File: src/rtl/ctp_pkg.sv
package ctp_pkg;

    localparam int EXP_W    = 3;
    localparam int RADDR_W  = 3;

    typedef enum logic [1:0] {
        HI_DIV     = 2'd0,
        HI_PIN     = 2'd1,
        HI_CASCADE = 2'd2,
        HI_HALT    = 2'd3
    } hi_src_e;

    // clock-select register image, bit 0 = LSB of lo_exp
    typedef struct packed {
        hi_src_e            hi_src;
        logic [EXP_W-1:0]   hi_exp;
        logic               lo_pin;
        logic [EXP_W-1:0]   lo_exp;
    } clk_sel_t;

    localparam int SEL_W = $bits(clk_sel_t);

    localparam logic [RADDR_W-1:0] A_CNT_LO = 3'd0;
    localparam logic [RADDR_W-1:0] A_RLD_LO = 3'd1;
    localparam logic [RADDR_W-1:0] A_CNT_HI = 3'd2;
    localparam logic [RADDR_W-1:0] A_RLD_HI = 3'd3;
    localparam logic [RADDR_W-1:0] A_SEL    = 3'd4;

endpackage

File: src/rtl/ctp_prescaler.sv
module ctp_prescaler #(
    parameter int EXP_W = 3,
    parameter int NCH   = 2
) (
    input  logic                      clk,
    input  logic                      rst_n,
    input  logic [NCH-1:0][EXP_W-1:0] exp_i,
    output logic [NCH-1:0]            tick_o
);
    localparam int PRE_W = (1 << EXP_W) - 1;

    logic [PRE_W-1:0] pre_d, pre_q;

    always_comb begin
        pre_d = pre_q + 1'b1;
    end

    always_ff @(posedge clk or negedge rst_n) begin
        if (!rst_n) pre_q <= '0;
        else        pre_q <= pre_d;
    end

    // a channel ticks when every bit below its exponent is set
    for (genvar g = 0; g < NCH; g++) begin : g_ch
        logic [PRE_W-1:0] keep;
        always_comb begin
            keep      = ~({PRE_W{1'b1}} << exp_i[g]);
            tick_o[g] = &(pre_q | ~keep);
        end
    end

endmodule

File: src/rtl/ctp_pin_sync.sv
module ctp_pin_sync #(
    parameter int STAGES = 2
) (
    input  logic clk,
    input  logic rst_n,
    input  logic pin_i,
    output logic rise_o
);
    logic [STAGES:0] sh_d, sh_q;

    always_comb begin
        sh_d   = {sh_q[STAGES-1:0], pin_i};
        rise_o = sh_q[STAGES-1] & ~sh_q[STAGES];
    end

    always_ff @(posedge clk or negedge rst_n) begin
        if (!rst_n) sh_q <= '0;
        else        sh_q <= sh_d;
    end

endmodule

File: src/rtl/ctp_down_counter.sv
module ctp_down_counter #(
    parameter int W = 16
) (
    input  logic         clk,
    input  logic         rst_n,
    input  logic         tick_i,
    input  logic         load_i,
    input  logic [W-1:0] load_val_i,
    input  logic [W-1:0] reload_i,
    output logic [W-1:0] count_o,
    output logic         wrap_o,
    output logic         uf_o
);
    typedef struct packed {
        logic [W-1:0] cnt;
        logic         uf;
    } state_t;

    state_t st_d, st_q;

    always_comb begin
        st_d    = st_q;
        wrap_o  = tick_i && !load_i && (st_q.cnt == '0);
        st_d.uf = wrap_o;
        if (load_i)
            st_d.cnt = load_val_i;
        else if (tick_i)
            st_d.cnt = (st_q.cnt == '0) ? reload_i : st_q.cnt - 1'b1;
    end

    always_ff @(posedge clk or negedge rst_n) begin
        if (!rst_n) st_q <= '0;
        else        st_q <= st_d;
    end

    assign count_o = st_q.cnt;
    assign uf_o    = st_q.uf;

endmodule

File: src/rtl/cascade_timer_pair.sv
module cascade_timer_pair
    import ctp_pkg::*;
#(
    parameter int CNT_W       = 16,
    parameter int SYNC_STAGES = 2
) (
    input  logic               clk,
    input  logic               rst_n,
    input  logic               ext_clk_lo_i,
    input  logic               ext_clk_hi_i,
    input  logic               wr_en_i,
    input  logic [RADDR_W-1:0] wr_addr_i,
    input  logic [CNT_W-1:0]   wr_data_i,
    input  logic [RADDR_W-1:0] rd_addr_i,
    output logic [CNT_W-1:0]   rd_data_o,
    output logic               uf_lo_o,
    output logic               uf_hi_o
);
    localparam int NT  = 2;
    localparam int PAD = CNT_W - SEL_W;

    typedef struct packed {
        logic [NT-1:0][CNT_W-1:0] rld;
        clk_sel_t                 sel;
    } regs_t;

    regs_t regs_d, regs_q;

    logic [NT-1:0]            pins, rise, div_tick, tick, load, wrap, uf;
    logic [NT-1:0][EXP_W-1:0] exps;
    logic [NT-1:0][CNT_W-1:0] cnt;

    // ---------------- register file ----------------
    always_comb begin
        regs_d = regs_q;
        if (wr_en_i) begin
            case (wr_addr_i)
                A_RLD_LO: regs_d.rld[0] = wr_data_i;
                A_RLD_HI: regs_d.rld[1] = wr_data_i;
                A_SEL:    regs_d.sel    = clk_sel_t'(wr_data_i[SEL_W-1:0]);
                default:  ;
            endcase
        end
        load[0] = wr_en_i && (wr_addr_i == A_CNT_LO);
        load[1] = wr_en_i && (wr_addr_i == A_CNT_HI);
    end

    always_ff @(posedge clk or negedge rst_n) begin
        if (!rst_n) regs_q <= '0;
        else        regs_q <= regs_d;
    end

    // ---------------- tick sources ----------------
    assign pins    = {ext_clk_hi_i, ext_clk_lo_i};
    assign exps[0] = regs_q.sel.lo_exp;
    assign exps[1] = regs_q.sel.hi_exp;

    ctp_prescaler #(.EXP_W(EXP_W), .NCH(NT)) u_presc (
        .clk    (clk),
        .rst_n  (rst_n),
        .exp_i  (exps),
        .tick_o (div_tick)
    );

    for (genvar p = 0; p < NT; p++) begin : g_pin
        ctp_pin_sync #(.STAGES(SYNC_STAGES)) u_sync (
            .clk    (clk),
            .rst_n  (rst_n),
            .pin_i  (pins[p]),
            .rise_o (rise[p])
        );
    end

    always_comb begin
        tick[0] = regs_q.sel.lo_pin ? rise[0] : div_tick[0];
        case (regs_q.sel.hi_src)
            HI_DIV:     tick[1] = div_tick[1];
            HI_PIN:     tick[1] = rise[1];
            HI_CASCADE: tick[1] = wrap[0];
            default:    tick[1] = 1'b0;
        endcase
    end

    // ---------------- counters ----------------
    for (genvar t = 0; t < NT; t++) begin : g_tmr
        ctp_down_counter #(.W(CNT_W)) u_cnt (
            .clk        (clk),
            .rst_n      (rst_n),
            .tick_i     (tick[t]),
            .load_i     (load[t]),
            .load_val_i (wr_data_i),
            .reload_i   (regs_q.rld[t]),
            .count_o    (cnt[t]),
            .wrap_o     (wrap[t]),
            .uf_o       (uf[t])
        );
    end

    assign uf_lo_o = uf[0];
    assign uf_hi_o = uf[1];

    // ---------------- read mux ----------------
    always_comb begin
        case (rd_addr_i)
            A_CNT_LO: rd_data_o = cnt[0];
            A_RLD_LO: rd_data_o = regs_q.rld[0];
            A_CNT_HI: rd_data_o = cnt[1];
            A_RLD_HI: rd_data_o = regs_q.rld[1];
            A_SEL:    rd_data_o = {{PAD{1'b0}}, regs_q.sel};
            default:  rd_data_o = '0;
        endcase
    end

endmodule

File: config.mk
export PLATFORM = sky130hd
export DESIGN_NAME = cascade_timer_pair
export DESIGN_NICKNAME = d
export VERILOG_FILES = /design/src/rtl/ctp_pkg.sv /design/src/rtl/ctp_prescaler.sv /design/src/rtl/ctp_pin_sync.sv /design/src/rtl/ctp_down_counter.sv /design/src/rtl/cascade_timer_pair.sv
export SDC_FILE = /design/constraint.sdc
export NUM_CORES = 1
export LEC_CHECK = 0
export ABC_AREA = 1
export BUFFER_PORTS_ARGS = -buffer_cell sky130_fd_sc_hd__buf_2
export CAP_MARGIN = 20
export CORE_MARGIN = 3
export CORE_UTILIZATION = 50
export DETAILED_ROUTE_END_ITERATION = 10
export GPL_TIMING_DRIVEN = 0
export PLACE_DENSITY = 0.69
export REMOVE_ABC_BUFFERS = 1
export SETUP_SLACK_MARGIN = 0.2
export SYNTH_ARGS = -nofsm -noshare
export SYNTH_HDL_FRONTEND = slang
export SYNTH_SLANG_ARGS = --single-unit
File: constraint.sdc
create_clock -name clk -period 2.06 [get_ports clk]
set_clock_uncertainty 0.2 [all_clocks]
set_input_delay 0.206 -clock clk [delete_from_list [all_inputs] [get_ports clk]]
set_output_delay 0.206 -clock clk [all_outputs]
set_load 0.03 [all_outputs]
==> summary.md <==
| Metric | Value |
|---|---|
| Status | finished, violations left |
| Violated checks | negative hold slack |
| Crit Path Class | flip-flop to flip-flop |
| H-Tree Depth | 3 |
| GR Util All Layers | 29.62% |
| Cell Area, Placed | 5638 um2 |
| DRC violations left | 0 |
| Worst path required time | 2180 ps |
| Number of max-cap violations | 0 |
| Worst Tran Pin Value | 1024 ps |
| Fin crit share | 99.80% |
| CP max FO | 5 |
| Fin cells | 974 |
| EDFF count, synth | 0 |
| Fmax | a little under 500 MHz |
| Setup_tns | 0 ps |
| Kind of end point of the critical path | flip-flop |
| Clk sink count | 88 |
| Seq/Total Area, Yosys | 41.26% |
| Sequential cell area | 2213 um2 |
| Vias after detailed routing | 5,631 |
| Die Footprint | roughly 12,000 um2 |
| Share of cells above drive strength 1 | 30.67% |
| Clock Power Share | between 15 and 20% |
| Layout filler cell count | 854 |
| Placer Congestion | 0.9439 |
| Worst-skew pair later-pin latency | 390 ps |
| Sequential share of power | 32.4% |
| Final ANT Viol Nets | 0 |
| Synth Register Bits | between 80 and 90 |
| DP HPWL | 11,000 um |
| Slew headroom | a little under a third |
| Power Dens Cells | between 1000 and 1500 nW/um2 |
| CP startpoint | g_tmr[0].u_cnt.count_o[0] |
| Row cnt | 37 |
| TritonRoute pass-1 iters | 5 |
| Final #Nets | about 870 |
| Dominant synthesized flop cell | dfrtp_1 |
| Combinational group share of total power | approximately half |
| Final instance area | 7168 um2 |
| Setup Viol. Count Final | 0 |
| Chip height | 109.3 um |
| Initial core utilization | around half |
| Top-level I/O count | 45 |
| LEAKAGE | 3.399 nW |
| Initial antenna violation count | 0 |
| Placed Cells | between 800 and 900 |
| WL/cell | 18.07 um |
| Worst r2r src | g_tmr[0].u_cnt.count_o[0] |
| Clock transition at path regs | 90 ps |
| Switching Share | 44.73% |
| Power Internal | 4.782 mW |
| Die width | 109.3 um |
| Footprint of the multi-input gates | 3182 um2 |
| Switching power | 3.869 mW |
| Cts bufs inserted | 9 |
| WL final | roughly 18,000 um |
| Hold WC Path Type | input pin to flip-flop |
| Reg2reg end | g_tmr[1].u_cnt.uf_o |
| Utilization after layout | 69.12% |
| VDD IR max | 0.6455 mV |
| Period minus WS final | approximately 2000 ps |
| Initial drt markers | 607 |
| Max Root-Sink Buffers | 2 |
| Max Slew Vio Count | 0 |
| Grt total ovfl | 0 |
| Core area | between 10,000 and 15,000 um2 |
| Detail-routed via count per cell | just under 6 |
| CTS root buf | clkbuf_8 |
| Post-synthesis cell type count | 40 |
| Area Growth Syn to Fin | 34.29% |
| Syn Inst Count | between 700 and 800 |
| Critical Path Start Type | flip-flop |
| Avg Inst Size Synth | roughly 7.5 um2 |
| Mapped Area | 5338 um2 |
| Hold Slack | -3.238 ps |
| Wire length of the first global-routing pass | 26,720 um |
| Arrival @ worst endpoint | around 2200 ps |
| Worst Reg-to-Reg Cells | 11 |
| Crit path to | g_tmr[1].u_cnt.uf_o |
| I/O Buffers | 44 |
| Diodes inserted | 0 |
| Unrepaired setup endpoints after global routing | true |
| Vias in the first global route | 5,241 |
| Post-synth ARST share | 100.0% |
| Yosys Warn Count | 0 |
| Fin. Hold Viols | 4 |
| CTS tree | done |
| Internal reg-to-reg setup slack | 4 ps |
| Pin count of the biggest net entering global routing | 55 |
==> per-layer routing <==
layer / vias to the layer above / wire length [um] / GRT usage [%] / share of wire (%)
li1: 2646 / - / - / -
met1: 2653 / 7258 / 39.89 / 41
met2: 279 / 8232 / 47.12 / 47
met3: 53 / 1336 / 4.052 / 7.6
met4: 0 / 769 / 14.43 / 4.4
met5: - / 0 / 0 / 0
==> cell usage in the layout (no fill, tap or decap), types with 12 or more instances in the layout <==
cell type      instances
a21oi_1               12
buf_2                 30
buf_4                 62
buf_6                 12
dfrtp_1               79
dlygate4sd3_1         13
inv_1                 60
inv_2                 21
nand2_1              188
nand2_2               12
nand3_1               34
nand4_1               20
nor2_1                38
nor2_4                22
o211ai_1              25
o21ai_0               57
o21ai_1               21
xor2_1                12
==> Yosys cell counts, types with 2 or more instances <==
| cell | number | area share (%) |
|---|---|---|
| xnor2_1 | 2 | 0.33 |
| nand2_1 | 199 | 14 |
| o21ai_1 | 6 | 0.56 |
| o221ai_1 | 5 | 0.82 |
| o22ai_1 | 6 | 0.70 |
| a221oi_1 | 10 | 1.6 |
| nor2_4 | 4 | 0.84 |
| or2_2 | 3 | 0.35 |
| dfrtp_1 | 88 | 41 |
| a31oi_1 | 4 | 0.47 |
| o21ai_0 | 74 | 6.9 |
| nor2_2 | 7 | 0.82 |
| nor3_1 | 5 | 0.47 |
| nand4_1 | 20 | 2.3 |
| o211ai_2 | 4 | 0.94 |
| ha_1 | 5 | 1.2 |
| buf_2 | 8 | 0.75 |
| nand3b_1 | 2 | 0.28 |
| nand3_4 | 2 | 0.66 |
| buf_6 | 3 | 0.63 |
| clkbuf_1 | 12 | 0.84 |
| inv_1 | 80 | 5.6 |
| xor2_1 | 12 | 2.0 |
| nand3_1 | 39 | 3.7 |
| nand2_2 | 5 | 0.59 |
| a21oi_1 | 13 | 1.2 |
| o211ai_1 | 25 | 3.5 |
| nor2_1 | 58 | 4.1 |
| inv_2 | 4 | 0.28 |
==> power groups by stage <==
stage | clock network, mW | logic, mW | registers (mW)
2_1_floorplan | 0 | 2.34 | 2.57
3_3_place_gp | 0 | 2.93 | 2.73
3_5_place_dp | 0 | 3.01 | 2.74
4_1_cts | 1.47 | 3.68 | 2.71
5_1_grt | 1.55 | 4.81 | 2.85
6_report | 1.46 | 4.39 | 2.80
==> what timing repair did <==
action,CTS,global route
hold buffers,13,0
pin swaps,25,25
cloned,4,2
gates resized for setup,94,79
endpoints found under the hold margin,60,0
setup endpoints to repair,49,49
setup buffers,41,24
==> through the flow <==
stage                     setup WS (ps)  power [mW]
final                             4.191       8.651
after global routing             -58.23       9.213
after CTS                        -13.79       7.860
after detailed placement         -356.7       5.751
after global placement           -893.8       5.664
after floorplan                  -187.8       4.908
==> registers in the layout (all words and copies together), names as in the netlist <==
signal / flops
u_presc.pre_q: 7
exps: 6
regs_q: 35
g_pin.u_sync.sh_q: 6
g_tmr.u_cnt.count_o: 32
g_tmr.u_cnt.uf_o: 2
==> critical path, cell delays in order (launching register included) <==
cell,delay (ps)
dfrtp_1,410
inv_2,90
ha_4,130
nand2_4,50
nor3_4,190
nand3b_4,120
nor2_4,160
nand4_4,220
buf_6,220
nand2_2,40
nand2_1,50
nor2_1,90
==> area by class of cell <==
class                   count  area share (%)
multi-input cells         524           44.39
flip-flops and latches     88           30.88
repair buffers            125           14.38
inverters                  85           4.695
well taps                 136           2.374
clock buffers              10           1.780
clock inverters             6           1.501
==> logic make-up (layout without fill, tap and decap cells) <==
logic type,count (synthesis),count (layout),share of synthesized area [%]
AND/OR/NAND/NOR,350,356,29.75
buffers and inverters,110,226,8.415
AO/OA/AOI/OAI,149,149,17.11
XOR/XNOR,14,14,2.297
flip-flops,88,88,41.26
adder cells (fa/ha/maj),5,5,1.172
==> worst min path at each step <==
stage | end | slack (ps) | startpoint | depth (start not counted)
CTS | regs_q[10] | 3 | wr_data_i[1] | 3
global placement | g_pin[0].u_sync.sh_q[0] | 120 | ext_clk_lo_i | 1
floorplan | exps[0] | -290 | rst_n | 0
finish | regs_q[10] | -3 | wr_data_i[1] | 3
detailed placement | regs_q[22] | -4 | rst_n | 1
global route | regs_q[28] | 6 | wr_data_i[3] | 3
(Power assumes the default switching activity.)
